`src/rtl/sdcd_pkg.sv`:
```
`timescale 1ns/1ps
package sdcd_pkg;
  // Configuration register bit positions (software-visible layout).
  localparam int unsigned CFG_W         = 4;
  localparam int unsigned CFG_SLOW_BIT  = 3;
  localparam int unsigned CFG_WEXT_BIT  = 2;
  localparam int unsigned CFG_WINT_BIT  = 1;
  // Fixed offset between stored divisor and actual ratio.
  localparam int unsigned RATIO_OFFSET  = 2;

  typedef struct packed {
    logic slow_card;
    logic wide_ext;
    logic wide_int;
  } sdcd_cfg_t;
endpackage

```
`src/rtl/sdcd_cfg_regs.sv`:
```
`timescale 1ns/1ps
module sdcd_cfg_regs
  import sdcd_pkg::*;
#(
  parameter int unsigned DIV_W   = 11,
  parameter int unsigned DIV_RST = 507
) (
  input  logic              clk,
  input  logic              rst_n,
  input  logic              div_wr,
  input  logic [DIV_W-1:0]  div_wdata,
  input  logic              cfg_wr,
  input  logic [CFG_W-1:0]  cfg_wdata,
  output logic [DIV_W-1:0]  div_q,
  output sdcd_cfg_t         cfg_q
);
  localparam logic [DIV_W-1:0] DIV_RST_V = DIV_W'(DIV_RST);

  always_ff @(posedge clk) begin
    if (!rst_n) begin
      div_q <= DIV_RST_V;
    end else if (div_wr) begin
      div_q <= div_wdata;
    end
  end

  always_ff @(posedge clk) begin
    if (!rst_n) begin
      cfg_q <= '0;
    end else if (cfg_wr) begin
      cfg_q.slow_card <= cfg_wdata[CFG_SLOW_BIT];
      cfg_q.wide_ext  <= cfg_wdata[CFG_WEXT_BIT];
      cfg_q.wide_int  <= cfg_wdata[CFG_WINT_BIT];
    end
  end
endmodule

```
`src/rtl/sdcd_ratio_sel.sv`:
```
`timescale 1ns/1ps
module sdcd_ratio_sel
  import sdcd_pkg::*;
#(
  parameter int unsigned DIV_W  = 11,
  parameter int unsigned FAST_W = 3,
  localparam int unsigned RW    = DIV_W + 1
) (
  input  logic [DIV_W-1:0] div_q,
  input  logic             slow_card,
  input  logic             data_mode,
  output logic [RW-1:0]    ratio
);
  localparam logic [RW-1:0] OFS = RW'(RATIO_OFFSET);

  logic          use_full;
  logic [RW-1:0] full_ratio;
  logic [RW-1:0] fast_ratio;

  assign use_full   = slow_card | ~data_mode;
  assign full_ratio = {1'b0, div_q} + OFS;

  generate
    if (FAST_W >= DIV_W) begin : g_fast_is_full
      assign fast_ratio = full_ratio;
    end else begin : g_fast_narrow
      assign fast_ratio = {{(RW-FAST_W){1'b0}}, div_q[FAST_W-1:0]} + OFS;
    end
  endgenerate

  assign ratio = use_full ? full_ratio : fast_ratio;
endmodule

```
`src/rtl/sdcd_phase_gen.sv`:
```
`timescale 1ns/1ps
module sdcd_phase_gen #(
  parameter int unsigned RW = 12
) (
  input  logic          clk,
  input  logic          rst_n,
  input  logic [RW-1:0] ratio_in,
  output logic          sd_clk,
  output logic          sd_clk_en,
  output logic [RW-1:0] cur_ratio
);
  // After reset the latched ratio is the minimum, so the low phase lasts a
  // single cycle and the first rise loads the real ratio immediately.
  localparam logic [RW-1:0] MIN_RATIO = RW'(2);
  localparam logic [RW-1:0] ONE       = RW'(1);

  logic [RW-1:0] cnt;
  logic [RW-1:0] hi_len;
  logic [RW-1:0] lo_len;
  logic          hi_done;
  logic          lo_done;

  assign hi_len  = (cur_ratio + ONE) >> 1;
  assign lo_len  = cur_ratio >> 1;
  assign hi_done = (cnt == hi_len - ONE);
  assign lo_done = (cnt == lo_len - ONE);

  always_ff @(posedge clk) begin
    if (!rst_n) begin
      sd_clk    <= 1'b0;
      sd_clk_en <= 1'b0;
      cnt       <= '0;
      cur_ratio <= MIN_RATIO;
    end else begin
      sd_clk_en <= 1'b0;
      if (sd_clk) begin
        if (hi_done) begin
          sd_clk <= 1'b0;
          cnt    <= '0;
        end else begin
          cnt <= cnt + ONE;
        end
      end else begin
        if (lo_done) begin
          sd_clk    <= 1'b1;
          sd_clk_en <= 1'b1;
          cnt       <= '0;
          cur_ratio <= ratio_in;
        end else begin
          cnt <= cnt + ONE;
        end
      end
    end
  end
endmodule

```
`src/rtl/sd_clkdiv.sv`:
```
`timescale 1ns/1ps
module sd_clkdiv
  import sdcd_pkg::*;
#(
  parameter int unsigned DIV_W   = 11,
  parameter int unsigned FAST_W  = 3,
  parameter int unsigned DIV_RST = 507
) (
  input  logic             clk,
  input  logic             rst_n,
  input  logic             data_mode,
  input  logic             div_wr,
  input  logic [DIV_W-1:0] div_wdata,
  input  logic             cfg_wr,
  input  logic [3:0]       cfg_wdata,
  output logic             sd_clk,
  output logic             sd_clk_en,
  output logic             wide_ext,
  output logic             wide_int
);
  localparam int unsigned RW = DIV_W + 1;

  logic [DIV_W-1:0] div_q;
  sdcd_cfg_t        cfg_q;
  logic [RW-1:0]    ratio_sel;
  logic [RW-1:0]    cur_ratio;

  sdcd_cfg_regs #(.DIV_W(DIV_W), .DIV_RST(DIV_RST)) u_regs (
    .clk       (clk),
    .rst_n     (rst_n),
    .div_wr    (div_wr),
    .div_wdata (div_wdata),
    .cfg_wr    (cfg_wr),
    .cfg_wdata (cfg_wdata),
    .div_q     (div_q),
    .cfg_q     (cfg_q)
  );

  sdcd_ratio_sel #(.DIV_W(DIV_W), .FAST_W(FAST_W)) u_sel (
    .div_q     (div_q),
    .slow_card (cfg_q.slow_card),
    .data_mode (data_mode),
    .ratio     (ratio_sel)
  );

  sdcd_phase_gen #(.RW(RW)) u_gen (
    .clk       (clk),
    .rst_n     (rst_n),
    .ratio_in  (ratio_sel),
    .sd_clk    (sd_clk),
    .sd_clk_en (sd_clk_en),
    .cur_ratio (cur_ratio)
  );

  assign wide_ext = cfg_q.wide_ext;
  assign wide_int = cfg_q.wide_int;
endmodule

```
`config.mk`:
```
export PLATFORM = sky130hd
export DESIGN_NAME = sd_clkdiv
export DESIGN_NICKNAME = d
export VERILOG_FILES = /design/src/rtl/sdcd_pkg.sv /design/src/rtl/sdcd_cfg_regs.sv /design/src/rtl/sdcd_ratio_sel.sv /design/src/rtl/sdcd_phase_gen.sv /design/src/rtl/sd_clkdiv.sv
export SDC_FILE = /design/constraint.sdc
export NUM_CORES = 1
export LEC_CHECK = 0
export BUFFER_PORTS_ARGS = -buffer_cell sky130_fd_sc_hd__buf_2
export CAP_MARGIN = 40
export CORE_MARGIN = 5
export CORE_UTILIZATION = 28
export DETAILED_ROUTE_END_ITERATION = 8
export PLACE_DENSITY = 0.57
export SLEW_MARGIN = 20
export SYNTH_ARGS = -nofsm -noshare
export SYNTH_HDL_FRONTEND = slang
export SYNTH_SLANG_ARGS = --single-unit
export TNS_END_PERCENT = 50
```
`constraint.sdc`:
```
create_clock -name clk -period 2.6 [get_ports clk]
set_input_delay 0 -clock clk [delete_from_list [all_inputs] [get_ports clk]]
set_output_delay 0 -clock clk [all_outputs]
set_load 0.05 [all_outputs]
```
Yosys cells after proc, flatten, opt, wreduce, memory -nomap -nowiden
Cells that the tools add are included.
{"block": "op_classes", "n_eq_ne": 2, "n_addsub": 6, "bitwise": 4, "muxes": 7, "n_reduce_logical": 2}
{"operator": "$mux 12", "count": 4}
{"operator": "$add 12x1->12 const B", "count": 2}
{"operator": "$eq 12x12->1", "count": 2}
{"operator": "$sub 11x1->12 const B", "count": 2}
{"operator": "$add 11x2->12 const B", "count": 1}
{"operator": "$add 3x2->4 const B", "count": 1}
{"operator": "$mux 1", "count": 3}
{"operator": "$not 1->1", "count": 3}
{"operator": "$reduce_and 2->1", "count": 1}
{"operator": "$reduce_or 2->1", "count": 1}
{"operator": "$or 1x1->1", "count": 1}
{"block": "word_totals", "inputBits": 20, "out_inout_bits": 4, "word_cells": 29, "regBits": 40}

Depth between registers and ports, before layout
Gate-level depths: netlist (run 1).
{"block": "logic_depth", "depth_word": 5, "depth_mapped": 11, "ltp_nobuf": 9}

By module
A second synthesis (run 1) with hierarchy kept.
{"block": "unflattened", "cells_unflattened": 352, "hier_area_um2": 2949.1}
{"mod": "sdcd_phase_gen", "seq_area_each_um2": 520.5, "area_each_um2": 2219.6, "instances": 1, "cells_per_inst": 271}
{"mod": "sdcd_cfg_regs", "seq_area_each_um2": 280.3, "area_each_um2": 504.2, "instances": 1, "cells_per_inst": 44}
{"mod": "sdcd_ratio_sel", "seq_area_each_um2": 0.0, "area_each_um2": 225.2, "instances": 1, "cells_per_inst": 37}

Least setup slack after synthesis (run 1)
Ideal clock, no wire load.
{"block": "synth_path", "path_kind": "register -> register", "from": "register u_gen.cur_ratio[1]", "to": "register u_gen.cnt[10]", "period_less_slack_ns": 2.496, "t_arrival_ns": 2.374, "stages_incl_launch_ff": 11, "path_slack_ns": 0.104, "setup_ns": 0.123, "t_required_ns": 2.477, "n_path_buf": 2, "cell_sequence": "dfxtp_1 ha_1 nand3b_1 and4_1 buf_2 nor3_1 and4bb_2 or3_4 nor4_4 buf_6 a211oi_1"}
{"block": "synth_between", "elab_chain_len": 5, "elab_cells_between_ends": 8, "classes_between": "add/sub: 3; eq/ne: 2; mux: 3"}
{"item": "start: declaration", "line": "sdcd_phase_gen.sv:10", "text": "output logic [RW-1:0] cur_ratio"}
{"item": "start signal: assignment", "line": "sdcd_phase_gen.sv:48", "text": "cur_ratio <= ratio_in;"}
{"item": "$add 12x1->12", "line": "sdcd_phase_gen.sv:23", "text": "assign hi_len = (cur_ratio + ONE) >> 1;"}
{"item": "$sub 11x1->12", "line": "sdcd_phase_gen.sv:25", "text": "assign hi_done = (cnt == hi_len - ONE);"}
{"item": "$eq 12x12->1", "line": "sdcd_phase_gen.sv:25"}
{"item": "$mux 12", "line": "sdcd_phase_gen.sv:37", "text": "if (hi_done) begin"}
{"item": "$mux 12 *", "line": "sdcd_phase_gen.sv:36", "text": "if (sd_clk) begin"}
{"item": "end signal: assignment", "line": "sdcd_phase_gen.sv:41", "text": "cnt <= cnt + ONE;"}
{"item": "end signal: assignment", "line": "sdcd_phase_gen.sv:50", "text": "cnt <= cnt + ONE;"}
{"item": "end: declaration", "line": "sdcd_phase_gen.sv:17", "text": "logic [RW-1:0] cnt;"}
Mark *: on every way between the ends. The rest lies on a longest branch, timed or not.
A chain may end at the register's enable or synchronous reset.

Worst setup path in the final report (run 1)
{"block": "layout_path", "from": "register u_gen.cur_ratio[1]", "to": "register u_gen.sd_clk"}
{"block": "layout_between", "elab_chain_len": 5, "elab_cells_between_ends": 8, "classes_between": "add/sub: 3; eq/ne: 2; mux: 3"}
{"item": "$add 12x1->12", "line": "sdcd_phase_gen.sv:23"}
{"item": "$sub 11x1->12", "line": "sdcd_phase_gen.sv:25"}
{"item": "$eq 12x12->1", "line": "sdcd_phase_gen.sv:25"}
{"item": "$mux 1", "line": "sdcd_phase_gen.sv:37"}
{"item": "$mux 1 *", "line": "sdcd_phase_gen.sv:36"}
{"item": "end signal: assignment", "line": "sdcd_phase_gen.sv:30", "text": "sd_clk <= 1'b0;"}
{"item": "end signal: assignment", "line": "sdcd_phase_gen.sv:38", "text": "sd_clk <= 1'b0;"}
{"item": "end signal: assignment", "line": "sdcd_phase_gen.sv:45", "text": "sd_clk <= 1'b1;"}
{"item": "end: declaration", "line": "sdcd_phase_gen.sv:8", "text": "output logic sd_clk,"}
Marked as above.

==> results of run 1 <==
## repair_timing
action                                  CTS  global route
pin swaps                                 0             3
hold buffers                             14             0
gates resized for setup                   1            16
hold endpoints to repair                 14             0
endpoints found under the setup margin    2            23
## cell type report
type / instances / area share [%]
clock buffer: 6 / 2.11
clock inverter: 2 / 1.02
tap: 133 / 4.84
multi-input combinational: 247 / 55.0
inverter: 7 / 0.764
sequential: 40 / 23.4
timing repair buffer: 60 / 12.9
## flip-flops by register name, summed over array words and instances (netlist names)
signal,cells
u_gen.sd_clk_en,1
u_regs.div_q,11
u_regs.cfg_q,3
u_gen.cnt,12
u_gen.cur_ratio,12
u_gen.sd_clk,1
## final timing paths
| kind | from | end | depth (start not counted) |
|---|---|---|---|
| hold reg to reg | u_regs.div_q[0] | u_regs.div_q[0] | 2 |
| setup reg to reg | u_gen.cur_ratio[1] | u_gen.sd_clk | 9 |
| hold / removal | cfg_wr | u_regs.cfg_q[2] | 3 |
| setup / recovery | u_gen.cur_ratio[1] | u_gen.sd_clk | 9 |
## per-layer routing
layer	up-vias	share of wire [%]	GRT usage (%)
li1	1225	-	-
met1	1103	46	15.4
met2	47	49	21.2
met3	10	3.5	2.10
met4	0	1.7	3.43
met5	-	0	0
## stage by stage
stage          util, %  hold slack (ns)
6_report          35.0           0.0209
5_1_grt           35.0           0.0354
3_5_place_dp      32.0            0.218
4_1_cts           34.5           0.0155
3_3_place_gp      32.0            0.214
2_1_floorplan        -            0.128
## power by group
part	internal, uW	total (uW)	switching, uW
sequential	717	857	139
clock	285	501	216
combinational	1060	2290	1230
## placed cells by master (no fill, tap or decap), drive strengths merged, types with 7 or more instances in the layout
master       Yosys  layout
a211oi          11      11
a21oi            9       9
a22o             8       8
and3             9       9
buf             13      46
dfxtp           40      40
dlygate4sd3      0      14
inv              7       7
mux2i           18      18
nand2           21      21
nand3           20      20
nor2            24      24
xnor2           35      35
xor2            18      18
## kinds of logic (layout without fill, tap and decap cells)
family          count (synthesis)  after routing  synth area share (%)
simple gates                  114            114                  23.9
compound gates                 55             55                  15.6
xor+xnor                       53             53                  16.5
flops                          40             40                  28.4
buf+inv                        27             75                  6.21
mux                            19             19                  6.78
fa+ha+maj                       6              6                  2.66
## worst max-delay path, stage by stage (launching register included)
cell,delay (ns)
dfxtp_2,0.39
ha_2,0.24
xnor2_1,0.15
and4_1,0.33
o21ai_0,0.12
and4bb_2,0.24
or3_4,0.39
nor4_4,0.20
buf_12,0.18
a311oi_1,0.09
==> run_results.csv, run 1 <==
group,metric,value,unit
sta,final_hold_viol_count,0,
sta,fin_crit_sh,95.0,%
yosys,post_synth_main_area_contributors,"dfxtp_1 (28%), xnor2_1 (11%), mux2i_1 (6.4%)",
clock_tree,clockBufferDepth,2,
setup_path,criticalPathCategory,"flip-flop to flip-flop",
drt,wl,6750,um
setup_path,critical_path.max_fanout,13,
setup_path,end_kind,"flip-flop",
floorplanning,core_area,0.00982,sq mm
min_path,min_path_type,"input port to flip-flop",
yosys,avgSynthCellArea,8.99,sq um
yosys,synth_ff_type,"dfxtp_1",
place,post-place-ws,0.00184,ns
pwr,power_leakage,0.00138,uW
job,drv_cap,0,
global_routing,grt_max_degree,15,
sta,slew_violations,0,
yosys,ys_ff_latch,40,
setup_path,cp.required,2.77,ns
layout,syn2layout_area_growth,22.0,%
place,gp_congestion,0.786,
floorplanning,start_util,28.7,%
drt,postRouteAntennaNets,0,
layout,antennaDiodeCount,0,
floorplanning,die_width,110,um
clock_tree,clock-sinks,40,
yosys,syn_inst,314,
global_routing,grt-ovfl-total,0,
layout,finalNetCount,387,
clock_tree,htree_levels,2,
drt,vias_per_cell,4.82,
sta,rsz0062_at_grt,"yes",
yosys,ys_async_sr_fraction,0,%
place,io_buffers,22,
global_routing,grt_pass1_vias,2404,
pwr,irDropWorstVdd,0.376,mV
global_routing,track_usage,12.2,%
drt,wl_per_cell,13.6,um
sta,period_minus_slack,2.47,ns
setup_path,cp.arrival,2.64,ns
place,dp_hpwl,5190,um
layout,fillers,1054,
clock_tree,numCtsBuffers,5,
place,dpl_cell_area,0.00314,sq mm
pwr,p_total,3650,uW
sta,setup_viol,0,
sta,fin_ws,0.130,ns
sta,final.setup.tns,0,ns
drt,vias,2385,
floorplanning,die_h,110,um
sta,skew,0.0113,ns
sta,fmax,0.405,GHz
drt,drcViolationCount,0,
pwr,powerDensity,1060,mW/mm^2
yosys,netlist-cell-type-count,62,
setup_path,start_kind,"flip-flop",
yosys,yosysTopAreaCell,"dfxtp_1",
floorplanning,dieArea,0.0122,sq mm
yosys,synth_warnings,0,
clock_tree,cts_root_buf,"clkbuf_8",
clock_tree,post_cts_buffers,0,
layout,design_area,0.00344,sq mm
sta,slew_headroom,67.3,%
drt,dr.pass1.iters,5,
global_routing,grt_pass1_wl,11600,um
layout,drive_gt1_share,24.6,%
setup_path,worst-r2r-setup-slack,0.13,ns
yosys,syn_area,0.00282,sq mm
clock_tree,clock_latency,0.29,ns
clock_tree,clk_transition_reported_paths,0.08,ns
sta,worstMarginPinSlew,0.489,ns
clock_tree,cts_tree,"built",
global_routing,grt_antenna_before_repair,0,
yosys,syn_nets,340,
layout,seqCellArea,806,sq um
yosys,yosysSeqAreaShare,28.4,%
yosys,ys_top_cells_by_count,"dfxtp_1 (40), xnor2_1 (35), nor2_1 (24)",
yosys,synth_top_area_share,28.4,%
yosys,synth.most_common_cell,"dfxtp_1",
status,status,"completed",
place,dp_cells,473,
floorplanning,num_io_pins,24,
drt,drtIter0Drc,69,
layout,fin_cells,495,
yosys,synth_edf_count,0,
layout,multi_input_area,0.00189,sq mm
floorplanning,row_count,36,
(Power assumes the default switching activity.)
==> run 2: changes to the inputs <==
Settings changed: CTS_BUF_LIST set to sky130_fd_sc_hd__clkbuf_8, SKIP_CTS_REPAIR_TIMING set to 1.
==> run 2 against run 1 <==
Effect of this change:
- largest power group unchanged
- die area unchanged
- combinational power about the same
- power is 0.41% higher
- register-to-register slack barely moved
- clock power is 0.8% lower
- utilization increased by 0.15 points
- critical endpoint unchanged
- global-route usage shrank 0.15 points
- wire length up 0.42%
- clock skew is 0.00081 ns lower
- non-clock buffer count unchanged
- clock-buffer cell count down 1
- via count increased by 0.80%
==> run_results.csv, run 2 (synthesized netlist as in run 1, its figures left out) <==
group,metric,value,unit
layout,fillers,1056,
floorplanning,die_h,110,um
setup_path,reg2reg_depth,9,
layout,design_area,0.00346,sq mm
setup_path,critical_path.max_fanout,13,
floorplanning,num_io_pins,24,
clock_tree,htree_levels,2,
sta,setup_viol,0,
clock_tree,cts_root_buf,"clkbuf_8",
place,io_buffers,22,
layout,antennaDiodeCount,0,
min_path,hold_path_depth,3,
setup_path,end_kind,"flip-flop",
layout,top_regs,"u_gen.cnt x12, u_gen.cur_ratio x12, u_regs.div_q x11",
floorplanning,core_area,0.00982,sq mm
drt,postRouteAntennaNets,0,
drt,wl_per_cell,13.7,um
drt,wl,6770,um
clock_tree,clock-sinks,40,
place,dpl_cell_area,0.00314,sq mm
min_path,hp-start,"cfg_wr",
clock_tree,cts_tree,"built",
pwr,irDropWorstVdd,0.383,mV
sta,worstMarginPinSlew,0.502,ns
global_routing,grt_pass1_vias,2332,
status,status,"completed",
sta,slew_violations,0,
job,drv_cap,0,
floorplanning,die_width,110,um
setup_path,cp.arrival,2.64,ns
sta,slew_headroom,66.5,%
setup_path,criticalPathCategory,"flip-flop to flip-flop",
floorplanning,dieArea,0.0122,sq mm
clock_tree,clockBufferDepth,2,
sta,hold_slack,0.0193,ns
setup_path,worstReg2RegEnd,"u_gen.sd_clk",
sta,fmax,0.404,GHz
clock_tree,clk_transition_reported_paths,0.08,ns
place,dp_hpwl,5190,um
layout,final_cell_mix,"xnor2_1 (35), dfxtp_1 (34), nor2_1 (23), buf_4 (23), buf_2 (22)",
drt,vias_per_cell,4.86,
min_path,min_to,"u_regs.cfg_q[2]",
global_routing,grt_antenna_before_repair,0,
sta,period_minus_slack,2.48,ns
layout,syn2layout_area_growth,22.5,%
global_routing,grt_pass1_wl,11500,um
setup_path,worst-r2r-setup-slack,0.12,ns
place,gp_congestion,0.786,
setup_path,cp.required,2.77,ns
global_routing,grt-ovfl-total,0,
min_path,min_path_type,"input port to flip-flop",
sta,skew,0.0105,ns
layout,final_common_cell,"xnor2_1",
pwr,powerDensity,1060,mW/mm^2
global_routing,track_usage,12.0,%
setup_path,start_kind,"flip-flop",
floorplanning,row_count,36,
drt,dr.pass1.iters,4,
drt,drtIter0Drc,60,
layout,drive_gt1_share,25.4,%
floorplanning,start_util,28.7,%
drt,vias,2404,
pwr,power_leakage,0.00138,uW
clock_tree,clock_latency,0.30,ns
layout,finalNetCount,387,
drt,drcViolationCount,0,
global_routing,grt_max_degree,15,
sta,final_hold_viol_count,0,
sta,rsz0062_at_grt,"yes",
sta,fin_crit_sh,95.2,%
setup_path,reg2reg_from,"u_gen.cur_ratio[1]",
clock_tree,numCtsBuffers,5,
==> run 2: changes by cell type in the layout (fill, tap and decap cells not counted), sizes merged <==
cell,delta
clkbuf,-1
inv,+1
==> run 2: worst max path at each step <==
stage | slack [ns] | endpoint | startpoint
6_report | 0.12 | u_gen.sd_clk | u_gen.cur_ratio[1]
3_3_place_gp | 0.05 | u_gen.sd_clk | u_gen.cur_ratio[1]
5_1_grt | -0.009 | u_gen.sd_clk | u_gen.cur_ratio[1]
4_1_cts | -0.005 | u_gen.cnt[10] | u_gen.cur_ratio[1]
2_1_floorplan | 0.10 | u_gen.cnt[10] | u_gen.cur_ratio[1]
3_5_place_dp | 0.002 | u_gen.cnt[5] | u_gen.cur_ratio[1]
==> run 2: stage by stage <==
| step | TNS, ns | total power, uW | cells | setup WS (ns) | utilization (%) |
|---|---|---|---|---|---|
| 3_3_place_gp | 0 | 3070 | 473 | 0.0486 | 32.0 |
| 5_1_grt | -0.00941 | 3970 | 495 | -0.00941 | 35.2 |
| 3_5_place_dp | 0 | 3100 | 473 | 0.00184 | 32.0 |
| 4_1_cts | -0.00792 | 3610 | 481 | -0.00520 | 33.1 |
| 2_1_floorplan | 0 | 2580 | 314 | 0.104 | - |
| 6_report | 0 | 3660 | 495 | 0.124 | 35.2 |
==> run 2: critical path, cell delays in order, from the launching register on <==
cell and delay (ns):
dfxtp_2 0.39, ha_2 0.24, xnor2_1 0.16, and4_1 0.33, o21ai_0 0.12, and4bb_2 0.24, or3_4 0.39, nor4_4 0.20
buf_12 0.18, a311oi_1 0.09
==> run 2: routing by layer <==
metal / track usage [%] / wire length, um / vias to the layer above
met5: 0 / 0 / -
met4: 3.43 / 122 / 0
met3: 2.21 / 218 / 12
met2: 20.6 / 3290 / 43
met1: 15.4 / 3140 / 1123
li1: - / - / 1226
==> run 2: report_power, final <==
group	internal (uW)	switching, uW
logic	1060	1240
clock network	281	216
registers	719	144
total	2060	1600
==> run 2: layout make-up <==
| type | count | area [sq um] | share of cell area [%] |
|---|---|---|---|
| Clock buffer | 5 | 68.8 | 1.99 |
| Clock inverter | 3 | 38.8 | 1.12 |
| Inverter | 7 | 26.3 | 0.760 |
| Multi-Input combinational cell | 247 | 1900 | 55.1 |
| Sequential cell | 40 | 808 | 23.4 |
| Tap cell | 133 | 166 | 4.82 |
| Timing Repair Buffer | 60 | 443 | 12.8 |
==> run 3: changes to the inputs <==
Settings changed: CORE_MARGIN 5 to 1.5.
==> run 3 against run 2 <==
Effect of this change:
- global-route usage is 1.2 points higher
- sequential share of layout area is 0.45 points lower
- utilization is 1.3 points higher
- flip-flop and latch count stayed put
- critical path depth is 1 higher
- first-iteration DRC count is 110% higher
- worst setup slack worse by 0.027 ns
- clock-buffer cell count stayed put
- clock skew is 0.0026 ns lower
- largest cell class unchanged
- highest routed layer unchanged
==> run_results.csv, run 3 (synthesized netlist as in run 1, its figures left out) <==
group,metric,value,unit
status,status,"completed",
clock_tree,clock_latency,0.29,ns
sta,fin_crit_sh,96.2,%
place,dp_hpwl,4990,um
global_routing,grt_max_degree,15,
place,dp_cells,474,
floorplanning,num_io_pins,24,
sta,hold_slack,0.0207,ns
setup_path,worst-r2r-setup-slack,0.1,ns
drt,wl,6880,um
setup_path,reg2reg_depth,10,
global_routing,grt_pass1_vias,2216,
pwr,power_frac_seq,23.1,%
drt,drcViolationCount,0,
pwr,p_clk_share,9.8,%
clock_tree,cts_root_buf,"clkbuf_8",
min_path,hold_path_depth,3,
setup_path,cp.arrival,2.66,ns
sta,period_minus_slack,2.50,ns
sta,slew_headroom,65.4,%
global_routing,grt_pass1_wl,10900,um
place,gp_congestion,0.868,
pwr,power_leakage,0.00142,uW
drt,vias_per_cell,4.84,
floorplanning,start_util,28.9,%
layout,antennaDiodeCount,0,
global_routing,track_usage,13.2,%
layout,fillers,1009,
pwr,p_int,2190,uW
floorplanning,core_area,0.00977,sq mm
global_routing,grt-ovfl-total,0,
sta,fmax,0.400,GHz
place,dpl_cell_area,0.00315,sq mm
sta,slew_violations,0,
min_path,hp-start,"cfg_wr",
pwr,switching_power,1680,uW
pwr,p_comb_share,67.1,%
job,drv_cap,0,
pwr,p_total,3870,uW
sta,final.setup.tns,0,ns
clock_tree,clock-sinks,40,
layout,final_cell_mix,"xnor2_1 (33), dfxtp_1 (33), buf_4 (27), nor2_1 (22), buf_2 (22)",
min_path,min_to,"u_regs.cfg_q[2]",
drt,postRouteAntennaNets,0,
drt,wl_per_cell,13.8,um
pwr,irDropWorstVdd,0.429,mV
layout,finalNetCount,393,
pwr,powerDensity,1090,mW/mm^2
layout,syn2layout_area_growth,26.3,%
setup_path,critical_path.max_fanout,7,
layout,design_area,0.00356,sq mm
global_routing,grt_antenna_before_repair,0,
setup_path,worstReg2RegEnd,"u_gen.sd_clk",
drt,vias,2422,
layout,top_regs,"u_gen.cnt x12, u_gen.cur_ratio x12, u_regs.div_q x11",
clock_tree,htree_levels,2,
min_path,min_path_type,"input port to flip-flop",
setup_path,start_kind,"flip-flop",
clock_tree,clockBufferDepth,2,
floorplanning,row_count,36,
layout,fin_cells,500,
clock_tree,cts_tree,"built",
sta,setup_viol,0,
floorplanning,dieArea,0.0107,sq mm
clock_tree,numCtsBuffers,5,
setup_path,criticalPathCategory,"flip-flop to flip-flop",
sta,worstMarginPinSlew,0.519,ns
pwr,swShare,43.5,%
layout,drive_gt1_share,28.3,%
setup_path,cp-startpoint,"u_gen.cur_ratio[1]",
floorplanning,die_h,103,um
setup_path,reg2reg_from,"u_gen.cur_ratio[1]",
setup_path,cp.required,2.76,ns
setup_path,end_kind,"flip-flop",
drt,drtIter0Drc,129,
clock_tree,clk_transition_reported_paths,0.07,ns
drt,dr.pass1.iters,4,
sta,skew,0.00797,ns
sta,final_hold_viol_count,0,
place,io_buffers,22,
floorplanning,die_width,103,um
-- run 3: final cells by class --
cell class | count | area [sq um] | share of cell area, %
inverter | 7 | 26.3 | 0.738
clock buffer | 5 | 68.8 | 1.93
sequential | 40 | 817 | 22.9
timing repair buffer | 66 | 509 | 14.3
tap | 133 | 166 | 4.67
multi-input combinational | 247 | 1970 | 55.2
clock inverter | 2 | 8.76 | 0.246
-- run 3: metrics by stage --
stage / util, % / worst slack [ns]
2_1_floorplan: - / 0.104
3_3_place_gp: 32.2 / 0.0227
3_5_place_dp: 32.2 / 0.00209
4_1_cts: 33.0 / -0.0353
5_1_grt: 36.4 / -0.00498
6_report: 36.4 / 0.0975
-- run 3: critical path, stage by stage (launching register included) --
cell       delay [ns]
dfxtp_4          0.38
ha_4             0.19
a211o_2          0.35
a21oi_4          0.19
o2111ai_4        0.17
xnor2_1          0.16
or3_4            0.34
nor4_4           0.20
buf_4            0.18
buf_12           0.12
a311oi_1         0.08
-- run 3: power by group through the flow --
stage	Sequential, uW	Clock [uW]	Combinational, uW
floorplan	863	0	1720
global placement	870	0	2230
detailed placement	868	0	2250
CTS	854	396	2260
global route	914	426	2830
finish	895	380	2590
-- run 3: worst max path at each step --
stage	end	slack (ns)	cells past startpoint
2_1_floorplan	u_gen.cnt[10]	0.10	10
3_3_place_gp	u_gen.cnt[0]	0.02	9
3_5_place_dp	u_gen.cnt[8]	0.002	10
4_1_cts	u_gen.cnt[2]	-0.04	9
5_1_grt	u_gen.sd_clk	-0.005	9
6_report	u_gen.sd_clk	0.1	10
-- run 3: routing by layer --
metal | GRT usage [%] | vias to the layer above | share of wire, %
li1 | - | 1233 | -
met3 | 1.81 | 5 | 2.3
met5 | 0 | - | 0
met1 | 17.1 | 1146 | 47
met2 | 22.3 | 38 | 50
met4 | 4.78 | 0 | 0.77
